===== config.mk =====
export PLATFORM = sky130hd
export DESIGN_NAME = syncfifo_rx
export DESIGN_NICKNAME = d
export VERILOG_FILES = /design/src/rtl/syncfifo_pkg.sv /design/src/rtl/syncfifo_hostif.sv /design/src/rtl/syncfifo_detect.sv /design/src/rtl/syncfifo_buf.sv /design/src/rtl/syncfifo_rx.sv
export SDC_FILE = /design/constraint.sdc
export NUM_CORES = 1
export LEC_CHECK = 0
export ABC_AREA = 1
export BUFFER_PORTS_ARGS = -buffer_cell sky130_fd_sc_hd__buf_4
export CAP_MARGIN = 10
export CORE_MARGIN = 2
export CORE_UTILIZATION = 40
export CTS_CLUSTER_DIAMETER = 40
export DETAILED_ROUTE_END_ITERATION = 12
export SLEW_MARGIN = 20
export SYNTH_ARGS = -nofsm -noshare
export SYNTH_HDL_FRONTEND = slang
export SYNTH_SLANG_ARGS = --single-unit

===== constraint.sdc =====
create_clock -name clk -period 2.6 [get_ports clk]
set_clock_uncertainty 0.2 [all_clocks]
set_input_delay 0.13 -clock clk [delete_from_list [all_inputs] [get_ports clk]]
set_output_delay 0.13 -clock clk [all_outputs]
set_load 0.1 [all_outputs]

===== src/rtl/syncfifo_pkg.sv =====
// Shared constants and types for the sync-word gated receive queue.
// Assumes 8-bit opcodes in the upper byte of every 16-bit command.
package syncfifo_pkg;

    localparam logic [7:0] OP_SYNC_LO  = 8'hCE;  // load sync low byte
    localparam logic [7:0] OP_FILL     = 8'hCA;  // write fill-enable bit
    localparam logic [7:0] OP_READ     = 8'hB0;  // pop one byte
    localparam logic [7:0] SYNC_HI     = 8'h2D;  // fixed sync high byte
    localparam logic [7:0] SYNC_LO_RST = 8'hD4;  // sync low byte after reset
    localparam int         FILL_BIT    = 1;      // fill-enable position in the argument

    typedef enum logic [1:0] {
        DET_IDLE = 2'd0,   // fill disabled
        DET_HUNT = 2'd1,   // armed, looking for the sync word
        DET_FILL = 2'd2    // matched, packing data bytes
    } det_state_t;

endpackage


===== src/rtl/syncfifo_hostif.sv =====
// Host command port. Oversamples sck/cs_n/mosi with clk, shifts in 16-bit
// commands MSB first on rising sck, applies sync-low and fill-enable writes
// on the last bit, and requests a pop at mid-frame for read commands.
// Assumes each sck phase lasts at least four clk periods.
module syncfifo_hostif
    import syncfifo_pkg::*;
#(
    parameter int CMD_W  = 16,
    parameter int BYTE_W = 8
) (
    input  logic              clk,
    input  logic              rst_n,
    input  logic              sck,
    input  logic              cs_n,
    input  logic              mosi,
    input  logic [BYTE_W-1:0] rd_byte,
    output logic              rd_req,
    output logic [BYTE_W-1:0] sync_lo,
    output logic              fill_en,
    output logic              miso
);
    localparam int CNT_W = $clog2(CMD_W + 1);
    localparam int HALF  = CMD_W / 2;

    logic [2:0]        meta_q;
    logic [2:0]        pin_q;
    logic              sck_d;
    logic              rise, fall, csel, din;
    logic [CMD_W-2:0]  cmd_sr;
    logic [CMD_W-1:0]  next_word;
    logic [CNT_W-1:0]  bit_cnt;
    logic              cmd_done;
    logic [BYTE_W-1:0] out_sr;

    // Two-stage synchronizer for the serial pins plus an sck history bit.
    always_ff @(posedge clk) begin
        if (!rst_n) begin
            meta_q <= 3'b010;
            pin_q  <= 3'b010;
            sck_d  <= 1'b0;
        end else begin
            meta_q <= {sck, cs_n, mosi};
            pin_q  <= meta_q;
            sck_d  <= pin_q[2];
        end
    end

    assign rise      = pin_q[2] & ~sck_d;
    assign fall      = ~pin_q[2] & sck_d;
    assign csel      = ~pin_q[1];
    assign din       = pin_q[0];
    assign next_word = {cmd_sr, din};
    assign cmd_done  = csel && rise && (bit_cnt == CNT_W'(CMD_W - 1));
    assign rd_req    = csel && rise && (bit_cnt == CNT_W'(HALF - 1))
                       && (next_word[BYTE_W-1:0] == OP_READ);
    assign miso      = out_sr[BYTE_W-1];

    // Command shift register and bit counter; a deselect restarts the frame.
    always_ff @(posedge clk) begin
        if (!rst_n) begin
            cmd_sr  <= '0;
            bit_cnt <= '0;
        end else if (!csel) begin
            bit_cnt <= '0;
        end else if (rise) begin
            cmd_sr  <= next_word[CMD_W-2:0];
            bit_cnt <= cmd_done ? '0 : bit_cnt + 1'b1;
        end
    end

    // Configuration written by completed commands.
    always_ff @(posedge clk) begin
        if (!rst_n) begin
            sync_lo <= SYNC_LO_RST;
            fill_en <= 1'b0;
        end else if (cmd_done) begin
            if (next_word[CMD_W-1 -: BYTE_W] == OP_SYNC_LO)
                sync_lo <= next_word[BYTE_W-1:0];
            if (next_word[CMD_W-1 -: BYTE_W] == OP_FILL)
                fill_en <= next_word[FILL_BIT];
        end
    end

    // Read data shifter: load at mid-frame, advance on falling edges after.
    always_ff @(posedge clk) begin
        if (!rst_n) begin
            out_sr <= '0;
        end else if (!csel || cmd_done) begin
            out_sr <= '0;
        end else if (rd_req) begin
            out_sr <= rd_byte;
        end else if (fall && (bit_cnt > CNT_W'(HALF))) begin
            out_sr <= {out_sr[BYTE_W-2:0], 1'b0};
        end
    end

    AST_CNT_RANGE: assert property (@(posedge clk) disable iff (!rst_n)
        bit_cnt < CNT_W'(CMD_W));

    AST_SYNC_LOAD: assert property (@(posedge clk) disable iff (!rst_n)
        (cmd_done && next_word[CMD_W-1 -: BYTE_W] == OP_SYNC_LO)
        |=> (sync_lo == $past(next_word[BYTE_W-1:0])));

endmodule


===== src/rtl/syncfifo_detect.sv =====
// Sync-word hunter and byte packer. Arms on a clear-to-set change of
// fill_en, compares a sliding window against sync_word, then packs later
// bits MSB first and pulses push on every complete byte.
// Assumes rx_valid is a single-cycle strobe per bit.
module syncfifo_detect
    import syncfifo_pkg::*;
#(
    parameter int SYNC_W = 16,
    parameter int BYTE_W = 8
) (
    input  logic              clk,
    input  logic              rst_n,
    input  logic              rx_bit,
    input  logic              rx_valid,
    input  logic              fill_en,
    input  logic [SYNC_W-1:0] sync_word,
    output logic              push,
    output logic [BYTE_W-1:0] push_data,
    output logic              locked
);
    localparam int BC_W = $clog2(BYTE_W);

    det_state_t        state;
    logic              fill_q;
    logic              arm;
    logic [SYNC_W-2:0] win_q;
    logic [SYNC_W-1:0] win_next;
    logic [BYTE_W-2:0] acc;
    logic [BC_W-1:0]   bcnt;

    assign arm       = fill_en && !fill_q;
    assign win_next  = {win_q, rx_bit};
    assign locked    = (state == DET_FILL);
    assign push      = (state == DET_FILL) && fill_en && rx_valid
                       && (bcnt == BC_W'(BYTE_W - 1));
    assign push_data = {acc, rx_bit};

    // Hunt state machine with the sliding comparison window.
    always_ff @(posedge clk) begin
        if (!rst_n) begin
            state  <= DET_IDLE;
            fill_q <= 1'b0;
            win_q  <= '0;
        end else begin
            fill_q <= fill_en;
            if (!fill_en) begin
                state <= DET_IDLE;
            end else if (arm) begin
                state <= DET_HUNT;
                win_q <= '0;
            end else if (state == DET_HUNT && rx_valid) begin
                win_q <= win_next[SYNC_W-2:0];
                if (win_next == sync_word)
                    state <= DET_FILL;
            end
        end
    end

    // Byte packer, cleared whenever filling is not active.
    always_ff @(posedge clk) begin
        if (!rst_n) begin
            acc  <= '0;
            bcnt <= '0;
        end else if (state != DET_FILL || !fill_en) begin
            acc  <= '0;
            bcnt <= '0;
        end else if (rx_valid) begin
            acc  <= push_data[BYTE_W-2:0];
            bcnt <= push ? '0 : bcnt + 1'b1;
        end
    end

    AST_NO_REHUNT: assert property (@(posedge clk) disable iff (!rst_n)
        (state == DET_FILL && fill_en) |=> (state != DET_HUNT));

    AST_IDLE_WHEN_OFF: assert property (@(posedge clk) disable iff (!rst_n)
        !fill_en |=> !locked);

endmodule


===== src/rtl/syncfifo_buf.sv =====
// Byte queue with drop-on-full and zero-on-empty behaviour and sticky
// overflow/underflow flags. Assumes at most one push and one pop per cycle.
module syncfifo_buf #(
    parameter int DEPTH = 16,
    parameter int W     = 8
) (
    input  logic         clk,
    input  logic         rst_n,
    input  logic         push,
    input  logic [W-1:0] wdata,
    input  logic         pop,
    output logic [W-1:0] head,
    output logic         empty,
    output logic         full,
    output logic         ovf,
    output logic         udf
);
    localparam int AW = (DEPTH > 1) ? $clog2(DEPTH) : 1;
    localparam int CW = $clog2(DEPTH + 1);

    logic [W-1:0]  mem [DEPTH];
    logic [AW-1:0] wr_ptr, rd_ptr;
    logic [CW-1:0] count;
    logic          do_pop, do_push;

    assign empty   = (count == '0);
    assign full    = (count == CW'(DEPTH));
    assign do_pop  = pop && !empty;
    assign do_push = push && (!full || do_pop);
    assign head    = empty ? '0 : mem[rd_ptr];

    // Storage write.
    always_ff @(posedge clk) begin
        if (do_push)
            mem[wr_ptr] <= wdata;
    end

    // Pointer and occupancy bookkeeping.
    always_ff @(posedge clk) begin
        if (!rst_n) begin
            wr_ptr <= '0;
            rd_ptr <= '0;
            count  <= '0;
        end else begin
            if (do_push)
                wr_ptr <= (wr_ptr == AW'(DEPTH - 1)) ? '0 : wr_ptr + 1'b1;
            if (do_pop)
                rd_ptr <= (rd_ptr == AW'(DEPTH - 1)) ? '0 : rd_ptr + 1'b1;
            if (do_push && !do_pop)
                count <= count + 1'b1;
            else if (do_pop && !do_push)
                count <= count - 1'b1;
        end
    end

    // Sticky error flags, each cleared by the opposite successful operation.
    always_ff @(posedge clk) begin
        if (!rst_n) begin
            ovf <= 1'b0;
            udf <= 1'b0;
        end else begin
            if (push && !do_push)
                ovf <= 1'b1;
            else if (do_pop)
                ovf <= 1'b0;
            if (pop && empty)
                udf <= 1'b1;
            else if (do_push)
                udf <= 1'b0;
        end
    end

    AST_NO_OVERFLOW: assert property (@(posedge clk) disable iff (!rst_n)
        count <= CW'(DEPTH));

    AST_FULL_DROP: assert property (@(posedge clk) disable iff (!rst_n)
        (push && full && !pop) |=> ($stable(count) && ovf));

    AST_EMPTY_READ: assert property (@(posedge clk) disable iff (!rst_n)
        (pop && empty && !push) |=> (udf && empty));

endmodule


===== src/rtl/syncfifo_rx.sv =====
// Top of the sync-word gated receive queue: host port, sync detector and
// byte queue. fifo_en qualifies host reads. Assumes a single clock domain
// apart from the oversampled serial pins.
module syncfifo_rx
    import syncfifo_pkg::*;
#(
    parameter int DEPTH  = 16,
    parameter int BYTE_W = 8,
    parameter int SYNC_W = 2 * BYTE_W,
    parameter int CMD_W  = 2 * BYTE_W
) (
    input  logic clk,
    input  logic rst_n,
    input  logic rx_bit,
    input  logic rx_valid,
    input  logic fifo_en,
    input  logic sck,
    input  logic cs_n,
    input  logic mosi,
    output logic miso,
    output logic fifo_nonempty,
    output logic sync_locked,
    output logic overflow,
    output logic underflow
);
    logic              rd_req, pop, fill_en, push, empty, full;
    logic [BYTE_W-1:0] sync_lo, rd_byte, head, push_data;
    logic [SYNC_W-1:0] sync_word;

    assign sync_word     = {SYNC_HI, sync_lo};
    assign pop           = rd_req && fifo_en;
    assign rd_byte       = fifo_en ? head : '0;
    assign fifo_nonempty = !empty;

    syncfifo_hostif #(.CMD_W(CMD_W), .BYTE_W(BYTE_W)) u_host (
        .clk     (clk),
        .rst_n   (rst_n),
        .sck     (sck),
        .cs_n    (cs_n),
        .mosi    (mosi),
        .rd_byte (rd_byte),
        .rd_req  (rd_req),
        .sync_lo (sync_lo),
        .fill_en (fill_en),
        .miso    (miso)
    );

    syncfifo_detect #(.SYNC_W(SYNC_W), .BYTE_W(BYTE_W)) u_det (
        .clk       (clk),
        .rst_n     (rst_n),
        .rx_bit    (rx_bit),
        .rx_valid  (rx_valid),
        .fill_en   (fill_en),
        .sync_word (sync_word),
        .push      (push),
        .push_data (push_data),
        .locked    (sync_locked)
    );

    syncfifo_buf #(.DEPTH(DEPTH), .W(BYTE_W)) u_buf (
        .clk   (clk),
        .rst_n (rst_n),
        .push  (push),
        .wdata (push_data),
        .pop   (pop),
        .head  (head),
        .empty (empty),
        .full  (full),
        .ovf   (overflow),
        .udf   (underflow)
    );

    AST_NO_PUSH_DISABLED: assert property (@(posedge clk) disable iff (!rst_n)
        !fill_en |-> !push);

    AST_GATED_READ: assert property (@(posedge clk) disable iff (!rst_n)
        (rd_req && !fifo_en && !push) |=> ($stable(fifo_nonempty) && $stable(underflow)));

endmodule


=== Word-level counts from Yosys, hierarchy flattened ===
Memories as Yosys holds them, arrays and structs flattened. A register that Yosys moved wholly into a read port is not among the register bits.
Cells that the tools add are included.

* Bits in registers: 87
* Latch bits: 0
* RAM bits: 128
* Bits in read-only memories: 0
* Bits of input ports: 8
* Output and inout port bits: 5
* Logic and storage cells: 114
* Memories: 1

* Add/subtract/negate cells: 6
* $mul: 0
* Divide/modulo/power cells: 0
* Magnitude comparators: 1
* Eq/ne operators: 13
* Shift-type cells: 0
* Multiplexer cells: 23
* Bitwise logic cells: 7
* Reduce and logical (&&, ||, !) cells: 44

{| class="wikitable"
|+ Memories
! name !! words !! width !! read ports !! clocked after memory_dff !! write ports !! line !! text
|-
| u_buf.mem || 16 || 8 || 1 || 1 || 1 || syncfifo_buf.sv:21 || <nowiki>logic [W-1:0] mem [DEPTH];</nowiki>
|}

{| class="wikitable"
|+ Operator list
! kind !! number
|-
| 8-bit 2-to-1 mux || 4
|-
| 15-bit 2-to-1 mux || 2
|-
| 8-bit == test (second input constant) || 3
|-
| 1-bit logical AND || 17
|-
| 16-bit by 14-bit == test with 1-bit output || 1
|-
| 4-bit 2-to-1 mux || 4
|-
| 5-bit 2-to-1 mux || 3
|-
| 2-bit AND reduction || 7
|-
| 2-bit nonzero test || 6
|-
| 5-bit by 1-bit adder with 5-bit output (second input constant) || 2
|-
| 1-bit 2-to-1 mux || 9
|-
| 4-bit by 1-bit adder with 4-bit output (second input constant) || 2
|-
| 4-bit == test (second input constant) || 2
|-
| 1-bit logical NOT || 6
|-
| 2-bit OR reduction || 3
|-
| 5-bit by 3-bit == test with 1-bit output (second input constant) || 1
|-
| 5-bit by 4-bit == test with 1-bit output (second input constant) || 1
|-
| 5-bit == test (second input constant) || 1
|-
| 5-bit by 4-bit greater-than comparator with 1-bit output (second input constant) || 1
|-
| 5-bit logical NOT || 1
|-
| 1-bit inverter || 5
|-
| 5-bit by 1-bit subtractor with 5-bit output (second input constant) || 1
|-
| 3-bit by 1-bit adder with 3-bit output (second input constant) || 1
|-
| 3-bit == test (second input constant) || 1
|-
| other kinds (7) || 10
|}

=== Logic depth before layout (Yosys ltp) ===
Gate-level depths: netlist of run 1.

* Word-level depth: 13
* Mapped depth: 15
* Gate-level depth less buffers: 15

=== Cells and area by module ===
Synthesis of run 1 repeated with hierarchy kept, for this count alone.

* Cell total of the unflattened synthesis: 1,025
* Area total of the unflattened synthesis: 9,564.2 sq um

{| class="wikitable"
|+ By module, submodules not included
! module !! instances !! cells an instance !! area an instance (sq um) !! sequential area each (sq um)
|-
| syncfifo_buf || 1 || 564 || 6,198.4 || 4,224.1
|-
| syncfifo_hostif || 1 || 249 || 1,891.8 || 880.8
|-
| syncfifo_detect || 1 || 190 || 1,383.8 || 560.5
|-
| syncfifo_rx || 1 || 22 || 90.1 || 0.0
|}

=== Least setup slack after synthesis of run 1 ===
Ideal clock, no wire load.

* Kind: reg2reg
* From: register u_det.state[0]
* To: register u_buf.count[4]
* Library setup time: 133 ps
* Data arrival time: 2,700 ps
* Data required time: 2,267 ps
* Path slack: -433 ps
* Cell stages (with the launch flop): 14
* Buffers on the path: 0
* Period minus slack after synthesis: 3,033 ps
* Path through: dfxtp_1 inv_1 nand2_1 inv_1 nand4_1 a21oi_4 ha_1 inv_1 ha_1 a21oi_1 o21ai_0 xor2_1 nand2_1 a21oi_1

* Cells in the longest elaborated chain, start to end: 8
* Elaborated cells on any way between the ends: 10
* Classes of those cells: 1 x eq/ne; 1 x mux; 8 x reduce/logical

{| class="wikitable"
|+ RTL lines
! element !! line !! text
|-
| start: declaration || syncfifo_detect.sv:23 || <nowiki>det_state_t state;</nowiki>
|-
| start signal: assignment || syncfifo_detect.sv:41 || <nowiki>state <= DET_IDLE;</nowiki>
|-
| start signal: assignment || syncfifo_detect.sv:47 || <nowiki>state <= DET_IDLE;</nowiki>
|-
| start signal: assignment || syncfifo_detect.sv:49 || <nowiki>state <= DET_HUNT;</nowiki>
|-
| 2-bit == test (*) || n/a ||
|-
| via sync_locked || syncfifo_rx.sv:22 || <nowiki>output logic sync_locked,</nowiki>
|-
| 1-bit logical AND (*) (2 in a row) || syncfifo_detect.sv:34 || <nowiki>assign push = (state == DET_FILL) && fill_en && rx_valid</nowiki>
|-
| 1-bit logical AND (*) || syncfifo_detect.sv:35 || <nowiki>&& (bcnt == BC_W'(BYTE_W - 1));</nowiki>
|-
| 1-bit logical AND (*) || syncfifo_buf.sv:29 || <nowiki>assign do_push = push && (!full || do_pop);</nowiki>
|-
| via u_buf.do_push || syncfifo_buf.sv:24 || <nowiki>logic do_pop, do_push;</nowiki>
|-
| 1-bit logical NOT || syncfifo_buf.sv:51 || <nowiki>else if (do_pop && !do_push)</nowiki>
|-
| 1-bit logical AND || syncfifo_buf.sv:51 ||
|-
| 2-bit nonzero test (no line) || n/a ||
|-
| end signal: assignment || syncfifo_buf.sv:50 || <nowiki>count <= count + 1'b1;</nowiki>
|-
| end signal: assignment || syncfifo_buf.sv:52 || <nowiki>count <= count - 1'b1;</nowiki>
|-
| end: declaration || syncfifo_buf.sv:23 || <nowiki>logic [CW-1:0] count;</nowiki>
|}

Mark *: on every way through the listed nets, which the timed path passes. The rest lies on a longest branch.
A chain may end at the register's enable or synchronous reset.

=== Worst setup path in the final report of run 1 ===
* From: register u_host.bit_cnt[1]
* To: register u_buf.count[4]

* Cells in the longest elaborated chain, start to end: 10
* Elaborated cells on any way between the ends: 13
* Classes of those cells: 1 x eq/ne; 1 x mux; 11 x reduce/logical

{| class="wikitable"
|+ RTL lines
! element !! line !! text
|-
| start: declaration || syncfifo_hostif.sv:31 || <nowiki>logic [CNT_W-1:0] bit_cnt;</nowiki>
|-
| start signal: assignment || syncfifo_hostif.sv:67 || <nowiki>bit_cnt <= cmd_done ? '0 : bit_cnt + 1'b1;</nowiki>
|-
| 5-bit by 3-bit == test with 1-bit output (*) || syncfifo_hostif.sv:54 || <nowiki>assign rd_req = csel && rise && (bit_cnt == CNT_W'(HALF - 1))</nowiki>
|-
| 1-bit logical AND (*) || syncfifo_hostif.sv:54 ||
|-
| 1-bit logical AND (*) || syncfifo_hostif.sv:55 || <nowiki>&& (next_word[BYTE_W-1:0] == OP_READ);</nowiki>
|-
| 1-bit logical AND (*) || syncfifo_rx.sv:31 || <nowiki>assign pop = rd_req && fifo_en;</nowiki>
|-
| 1-bit logical AND (*) || syncfifo_buf.sv:28 || <nowiki>assign do_pop = pop && !empty;</nowiki>
|-
| 1-bit logical OR (*) || syncfifo_buf.sv:29 ||
|-
| 1-bit logical AND (*) || syncfifo_buf.sv:29 ||
|-
| via u_buf.do_push || syncfifo_buf.sv:24 ||
|-
| 1-bit logical NOT || syncfifo_buf.sv:51 ||
|-
| 1-bit logical AND || syncfifo_buf.sv:51 ||
|-
| 2-bit nonzero test (no line) || n/a ||
|}

Marks and branches as above.

==> results.json, run 1 <==
{
  "synth-simple-area-share_pct": 22.70,
  "peakVddDrop_mv": 0.6586,
  "grt_use_met2_pct": 28.99,
  "die_h_um": 157.2,
  "reg2reg_from": "u_host.bit_cnt[1]",
  "synthMuxAreaShare_pct": 0,
  "use_met1_pct": 24.97,
  "cp_max_fo": 4,
  "clk-insertion-delay-late_ns": 0.50,
  "initialDrtViolationCount": 444,
  "ys_seq_area_share_pct": 60.36,
  "cap_violations": 0,
  "yosysUniqueCellTypes": 33,
  "ys_warn_count": 0,
  "p_leak_nw": 4.655,
  "h-tree-depth": 2,
  "dp_hpwl_um": 13500,
  "firstDrtPassIters": 7,
  "cts.sinks": 219,
  "tns_ns": 0,
  "timing.final.crit_period_ns": 2.469,
  "busiest_layer": "met2",
  "yosys.area.top_type": "edfxtp_1",
  "fmax_ghz": 0.4050,
  "antenna_found_initial": 0,
  "drive_gt1_share_pct": 12.92,
  "ys_top_cells_by_area": "edfxtp_1 41%, dfxtp_1 19%, nand2_1 13%",
  "cp-end-kind": "flop",
  "syn_area_per_cell_sq_um": 9.017,
  "cts_tree": "done",
  "post_drt_wl_per_cell_um": 15.17,
  "ys_seq_elements": 219,
  "grt_overflow": 0,
  "relSlewSlack_pct": 45.21,
  "min_path_type": "in2reg",
  "synth_compound_area_share_pct": 7.011,
  "core_sq_um": 23260,
  "ios": 13,
  "async_reset_ff_share_pct": 0,
  "critPathArrivalTime_ns": 2.69,
  "min_path_cells": 3,
  "grt_pass1_wl_um": 34880,
  "drc": 0,
  "p_per_area_nw_per_um2": 739.9,
  "period_share_pct": 94.96,
  "hold_violations": 0,
  "path_clk_slew_ns": 0.05,
  "worstMarginPinSlew_ns": 0.8207,
  "worst_r2r_endpoint": "u_buf.count[4]",
  "setup_viol": 0,
  "grt_use_met3_pct": 3.001,
  "final_nets": 1120,
  "run_status": "finished, final reports clean",
  "nFillCells": 2214,
  "rows": 56,
  "portBuffers": 12,
  "synth_top_cell_area_share_pct": 40.95,
  "cts_made_buffers": 34,
  "synthToLayoutAreaGrowth_pct": 21.62,
  "antenna_cells": 0,
  "hold_slack_ns": 0.1757,
  "grt_start_max_net_pins": 67,
  "synth_edf_count": 128,
  "gp_congestion": 0.8208,
  "die-area_sq_um": 24710,
  "synth_fa_ha_area_share_pct": 2.079,
  "syn_nets": 1064,
  "wirelength_um": 21860,
  "cp-start-kind": "flop",
  "synth_top_family_by_area": "simple AND/OR/NAND/NOR gates",
  "slew_viol_final": 0,
  "avgViaCountPerCell": 4.874,
  "min_delay_worst_endpoint": "u_host.meta_q[1]",
  "pre_cts_slack_ns": 0.05509,
  "num_vias": 7024,
  "ant_nets": 0,
  "netlist_instances": 1041,
  "finalNonFillerCells": 1441,
  "fin_ws_ns": 0.1310,
  "critical_path_class": "reg2reg",
  "synth_xor_area_share_pct": 1.213,
  "r2r_setup_slack_ns": 0.13,
  "ys.flop_type": "edfxtp_1",
  "grt_pass1_vias": 6640,
  "dp_cells": 1369,
  "clock_path_buffers": 3,
  "track_usage_pct": 18.04,
  "initial_core_util_pct": 40.35,
  "netlist_area_sq_um": 9387,
  "min-delay-start": "cs_n",
  "required_ns": 2.82,
  "die_w_um": 157.2,
  "rr_worst_depth": 15,
  "cts_root_buf": "clkbuf_16"
}
critical path, stage by stage (launching register included):
cell and delay (ns):
dfxtp_2 0.35, ha_4 0.15, nand2_2 0.07, inv_2 0.05, nand2_1 0.04, nor2_1 0.12
nand4_2 0.14, a21oi_4 0.21, ha_4 0.21, inv_6 0.06, ha_4 0.28, nand2_1 0.06
o21ai_2 0.12, xor2_1 0.15, nand2_1 0.06, a21oi_1 0.13
state kept, by name (all words and copies together), names as in the netlist, 2 cells and up, named ones only:
name,count
u_det.win_q,15
u_host.cmd_sr,15
u_buf.wr_ptr,4
u_host.sync_lo,8
u_host.meta_q,3
u_det.acc,7
u_det.bcnt,3
u_buf.rd_ptr,4
u_host.out_sr,8
u_det.state,2
u_buf.count,5
u_buf.mem,128
u_host.bit_cnt,5
u_host.pin_q,3
final cells by class:
class,count,area [sq um],share of cell area (%)
clock buffer,41,928.4,8.132
clock inverter,20,267.8,2.345
inverter,122,466.7,4.088
multi-input combinational,660,3189,27.94
sequential,219,5669,49.66
tap,319,399.1,3.496
timing repair buffer,60,495.5,4.340
cell usage after synthesis, types with 2 or more instances:
library cell / instances
a21boi_0: 2
edfxtp_1: 128
nand4_1: 7
clkinv_1: 3
clkbuf_1: 26
inv_1: 116
o21ai_0: 36
o211ai_1: 6
inv_2: 3
buf_1: 2
nand3_1: 95
xnor2_1: 4
dfxtp_1: 91
nand2_1: 320
buf_2: 12
a21oi_1: 65
nor3_1: 11
ha_1: 14
xor2_1: 9
or2_2: 5
nor4_1: 2
nor2_1: 65
a211oi_1: 8
a21oi_4: 2
cells by family (layout without fill, tap and decap cells):
logic type,count (synthesis),in the layout
AND/OR/NAND/NOR,513,513
flip-flops,219,219
buffers and inverters,162,243
AO/OA/AOI/OAI,119,119
adder cells (fa/ha/maj),15,15
XOR/XNOR,13,13
per-stage QoR:
stage / power, mW / area [sq um] / util [%]
detailed placement: 3.783 / 10030 / 43.13
global route: 8.698 / 11420 / 49.07
finish: 8.447 / 11420 / 49.07
floorplan: 3.754 / 9405 / -
CTS: 8.531 / 11310 / 48.62
global placement: 3.783 / 10030 / 43.13
routing by layer:
metal / vias up / part of all wire (%)
met2: 125 / 46
met5: - / 0
met4: 0 / 2.3
li1: 3522 / -
met3: 43 / 4.4
met1: 3334 / 47
cell usage in the layout, fill, tap and decap left out, drive strengths merged, types with 8 or more instances in the layout:
cell	count
nand2	321
edfxtp	128
inv	125
nand3	96
dfxtp	91
a21oi	67
nor2	67
buf	52
clkbuf	41
o21ai	36
ha	14
nor3	11
xor2	9
clkinv	9
a211oi	8
dlygate4sd3	8
nand4	8
power by group:
part           switching [mW]  internal (mW)
Combinational          0.0468         0.0267
Sequential            0.00395           3.64
Clock                    1.65           3.08
worst max-delay path by stage:
stage                           to  cells after the start              start  slack, ns
floorplan           u_buf.count[3]                     13     u_det.state[0]       0.02
global placement    u_buf.count[3]                     14  u_host.bit_cnt[0]       0.11
detailed placement  u_buf.count[3]                     14  u_host.bit_cnt[1]       0.06
CTS                 u_buf.count[3]                     14  u_host.bit_cnt[1]       0.03
global route        u_buf.count[4]                     15  u_host.bit_cnt[1]      -0.01
finish              u_buf.count[4]                     15  u_host.bit_cnt[1]       0.13
what timing repair did:
action | in CTS | in global routing
hold endpoints to repair | 54 | 0
resized for setup | 0 | 19
buffers inserted | 0 | 3
hold buffers | 8 | 0
setup endpoints to repair | 0 | 3
No activity file was read; power rests on OpenSTA's default activity.
==> run 2, diff against run 1 <==
- CORE_UTILIZATION: 40 -> 63
- PLACE_DENSITY: unset -> 0.8
- clock period: 2.6 -> 2.54 ns (I/O delays scaled with it)
==> results.json, run 2 (same netlist as run 1, synthesis figures left out) <==
{
  "die-area_sq_um": 15890,
  "cts_made_buffers": 29,
  "die_w_um": 126.1,
  "grt_pass1_wl_um": 35450,
  "finalNonFillerCells": 1296,
  "period_share_pct": 98.95,
  "cts.sinks": 219,
  "min_path_type": "in2reg",
  "final_nets": 1116,
  "cts_tree": "done",
  "layout_common_cells": "317 x nand2_1, 128 x edfxtp_1, 111 x inv_1, 95 x nand3_1, 87 x dfxtp_1",
  "post_drt_wl_per_cell_um": 17.26,
  "top_register": "u_buf.mem",
  "run_status": "finished, final reports clean",
  "cap_violations": 0,
  "hold_slack_ns": 0.1547,
  "p_leak_nw": 4.557,
  "firstDrtPassIters": 7,
  "required_ns": 2.79,
  "portBuffers": 12,
  "peakVddDrop_mv": 0.5795,
  "initial_core_util_pct": 64.58,
  "cts_root_buf": "clkbuf_16",
  "clk-insertion-delay-late_ns": 0.53,
  "num_vias": 7312,
  "tns_ns": 0,
  "clock_path_buffers": 3,
  "gp_congestion": 0.8628,
  "p_per_area_nw_per_um2": 705.9,
  "hold_violations": 0,
  "antenna_found_initial": 0,
  "cp_max_fo": 4,
  "wirelength_um": 22370,
  "final_common_cell": "nand2_1",
  "timing.final.crit_period_ns": 2.513,
  "critical_path_class": "reg2reg",
  "reg.largest.list": "u_buf.mem (128), u_det.win_q (15), u_host.cmd_sr (15)",
  "power_mw": 7.789,
  "synthToLayoutAreaGrowth_pct": 17.55,
  "ios": 13,
  "cp-end-kind": "flop",
  "h-tree-depth": 1,
  "fin_ws_ns": 0.02672,
  "rows": 44,
  "dp_cells": 1232,
  "worstMarginPinSlew_ns": 0.8522,
  "slew_viol_final": 0,
  "grt_pass1_vias": 7049,
  "grt_start_max_net_pins": 67,
  "track_usage_pct": 27.99,
  "critPathArrivalTime_ns": 2.76,
  "drc": 0,
  "dp_hpwl_um": 13060,
  "rsz0062_at_grt": "yes",
  "relSlewSlack_pct": 43.11,
  "drive_gt1_share_pct": 12.14,
  "grt_overflow": 0,
  "avgViaCountPerCell": 5.642,
  "antenna_cells": 0,
  "fmax_ghz": 0.3979,
  "setup_viol": 0,
  "path_clk_slew_ns": 0.06,
  "ant_nets": 0,
  "pre_cts_slack_ns": -0.002419,
  "largest_reg_flops": 128,
  "cp-start-kind": "flop",
  "die_h_um": 126.1,
  "core_sq_um": 14530,
  "initialDrtViolationCount": 888
}
-- run 2: worst max-delay path, cell delays in order, from the launching register on --
cell and delay [ns]:
dfxtp_2 0.35, ha_4 0.17, inv_2 0.06, nor3_4 0.20, nand4_1 0.12, nor2_2 0.17
inv_2 0.07, ha_4 0.19, inv_6 0.09, ha_4 0.21, a21oi_2 0.16, o21ai_2 0.07
xor2_1 0.17, nand2_1 0.08, a21oi_1 0.14
-- run 2: layout make-up --
cell class / instances / area [sq um]
sequential: 219 / 5670
fill: 944 / 3500
multi-input combinational: 660 / 3203
clock buffer: 32 / 737.0
timing repair buffer: 61 / 518.0
inverter: 122 / 466.7
tap: 184 / 230.2
clock inverter: 18 / 209.0
-- run 2: per-stage QoR --
step / instance area [sq um] / util, %
floorplan: 9408 / -
global placement: 9864 / 67.87
detailed placement: 9864 / 67.87
CTS: 10940 / 75.27
global route: 11030 / 75.92
finish: 11030 / 75.92
-- run 2: where the power goes --
group	leakage [nW]	total, mW	internal [mW]	switching, mW
Sequential	2.18	3.73	3.73	0.00423
Clock	0.452	3.98	2.49	1.49
Combinational	1.92	0.0795	0.0285	0.0510
Total	4.56	7.79	6.25	1.54
-- run 2: worst paths after layout --
| check | from | endpoint | slack, ns | cells past startpoint |
|---|---|---|---|---|
| max | u_host.bit_cnt[0] | u_buf.count[4] | 0.03 | 14 |
| min | cs_n | u_host.meta_q[1] | 0.15 | 3 |
| max reg2reg | u_host.bit_cnt[0] | u_buf.count[4] | 0.03 | 14 |
| min reg2reg | u_host.meta_q[1] | u_host.pin_q[1] | 0.22 | 1 |
-- run 2: repair_timing --
item	in CTS	in global routing
gates resized for setup	7	17
endpoints found under the hold margin	67	0
buffers inserted	0	5
hold buffers	9	0
pin swaps	5	14
endpoints found under the setup margin	2	3
-- run 2: metal layers --
layer / GRT usage (%) / wire length (um) / vias to the layer above
met3: 4.333 / 1851 / 49
li1: - / - / 3503
met1: 39.28 / 9457 / 3410
met4: 9.179 / 529 / 0
met5: 0 / 0 / -
met2: 45.22 / 10530 / 350
==> run 3, diff against run 2 <==
- REMOVE_ABC_BUFFERS: unset -> 1
==> results.json, run 3 (same netlist as run 1, synthesis figures left out) <==
{
  "rows": 44,
  "rsz0062_at_grt": "yes",
  "multi_input_area_sq_um": 3196,
  "reg2reg_from": "u_host.bit_cnt[0]",
  "grt_overflow": 0,
  "p_leak_nw": 4.560,
  "critPathMaxStageDelay_ns": 0.36,
  "min-delay-start": "cs_n",
  "cts_tree": "done",
  "initial_core_util_pct": 64.58,
  "drc": 0,
  "relSlewSlack_pct": 38.80,
  "nFillCells": 965,
  "crit_top_cell": "ha_4",
  "antenna_found_initial": 0,
  "p_per_area_nw_per_um2": 664.8,
  "cap_violations": 0,
  "setup_viol": 0,
  "tns_ns": 0,
  "cp-end-kind": "flop",
  "run_status": "finished, final reports clean",
  "largest_reg_flops": 128,
  "clk-insertion-delay-late_ns": 0.52,
  "dp_hpwl_um": 13500,
  "layout_common_cells": "317 x nand2_1, 128 x edfxtp_1, 112 x inv_1, 95 x nand3_1, 87 x dfxtp_1",
  "grt_pass1_wl_um": 36800,
  "path_cells": "ha_4 > nand2_4 > inv_2 > nand2_2 > nor2_2 > nand4_2 > a21oi_4 > ha_4 > inv_6 > ha_4 > nand2_2 > o21ai_2 > xor2_1 > nand2_1 > a21oi_1",
  "timing.final.crit_period_ns": 2.527,
  "worstMarginPinSlew_ns": 0.9167,
  "cp_max_fo": 4,
  "peakVddDrop_mv": 0.6910,
  "busiest_layer": "met2",
  "crit_path_start": "u_host.bit_cnt[0]",
  "power_mw": 7.289,
  "use_met1_pct": 38.58,
  "wirelength_um": 22940,
  "required_ns": 2.79,
  "ant_nets": 0,
  "num_vias": 7503,
  "post_drt_wl_per_cell_um": 17.55,
  "core_sq_um": 14530,
  "top_register": "u_buf.mem",
  "clock_path_buffers": 3,
  "antenna_cells": 0,
  "path_clk_slew_ns": 0.06,
  "r2r_setup_slack_ns": 0.01,
  "drive_gt1_share_pct": 12.64,
  "grt_pass1_vias": 7338,
  "seq_area_sq_um": 5670,
  "crit_buf_inv": 2,
  "reg.largest.list": "u_buf.mem (128), u_det.win_q (15), u_host.cmd_sr (15)",
  "initialDrtViolationCount": 797,
  "final_nets": 1127,
  "slew_viol_final": 0,
  "firstDrtPassIters": 5,
  "grt_use_met3_pct": 4.418,
  "die-area_sq_um": 15890,
  "cts_made_buffers": 25,
  "critPathArrivalTime_ns": 2.77,
  "final_common_cell": "nand2_1",
  "avgViaCountPerCell": 5.741,
  "die_h_um": 126.1,
  "portBuffers": 12,
  "utilization_pct": 75.43,
  "fmax_ghz": 0.3958,
  "grt_start_max_net_pins": 67,
  "min_path_type": "in2reg",
  "grt_use_met2_pct": 48.48,
  "synthToLayoutAreaGrowth_pct": 16.80,
  "hold_violations": 0,
  "track_usage_pct": 28.88,
  "critical_path_class": "reg2reg",
  "die_w_um": 126.1,
  "period_share_pct": 99.47,
  "crit_family": "adder cells",
  "cts_root_buf": "clkbuf_16",
  "h-tree-depth": 1,
  "gp_congestion": 0.9003,
  "ios": 13,
  "cts.sinks": 219,
  "cp-start-kind": "flop",
  "crit_slowest_cell": "dfxtp_2"
}
## run 3: cell types whose count changed in the layout (fill, tap and decap cells not counted), sizes merged
cell,change
buf,+15
clkinvlp,-4
inv,+4
clkinv,-3
bufinv,-2
clkbuf,+1
## run 3: tightest hold or removal path, stage by stage
cell and delay [ns]:
dlygate4sd3_1 0.52, buf_4 0.09, or2_2 0.09
## run 3: final timing paths
kind	endpoint	depth (start not counted)
hold reg to reg	u_host.pin_q[2]	2
setup reg to reg	u_buf.count[4]	15
hold / removal	u_host.meta_q[1]	3
setup / recovery	u_buf.count[4]	15
## run 3: layout make-up
class | count | area share, %
multi-input cells | 660 | 29.15
well taps | 184 | 2.100
inverters | 122 | 4.246
clock buffers | 33 | 5.980
clock inverters | 13 | 1.244
repair buffers | 76 | 5.558
flip-flops and latches | 219 | 51.72
## run 3: layer usage
| layer | vias to the layer above | wire length (um) |
|---|---|---|
| li1 | 3535 | - |
| met1 | 3542 | 9156 |
| met2 | 354 | 11130 |
| met3 | 72 | 1977 |
| met4 | 0 | 671 |
| met5 | - | 0 |
## run 3: what timing repair did
item                                    CTS  global route
hold buffers                              9             0
endpoints found under the setup margin    4            57
setup buffers                             5             4
resized for setup                        24            10
pin swaps                                12            12
endpoints found under the hold margin    63             0
## run 3: stage by stage
stage                     hold WS [ns]  cells  setup WS, ns  area [sq um]
after floorplan                0.02045   1001       -0.5040          9221
after global placement          0.1075   1243      -0.07714          9901
after detailed placement        0.1178   1243       -0.1782          9901
after CTS                       0.1434   1303      -0.01521         10910
after global routing            0.1594   1307      -0.08109         10960
final                           0.1446   1307       0.01342         10960
## run 3: power by group
| group | switching (mW) | total (mW) | internal (mW) | leakage [nW] |
|---|---|---|---|---|
| Clock | 1.43 | 3.48 | 2.04 | 0.384 |
| Sequential | 0.00428 | 3.73 | 3.73 | 2.18 |
| Combinational | 0.0508 | 0.0801 | 0.0293 | 1.99 |
| Total | 1.49 | 7.29 | 5.80 | 4.56 |
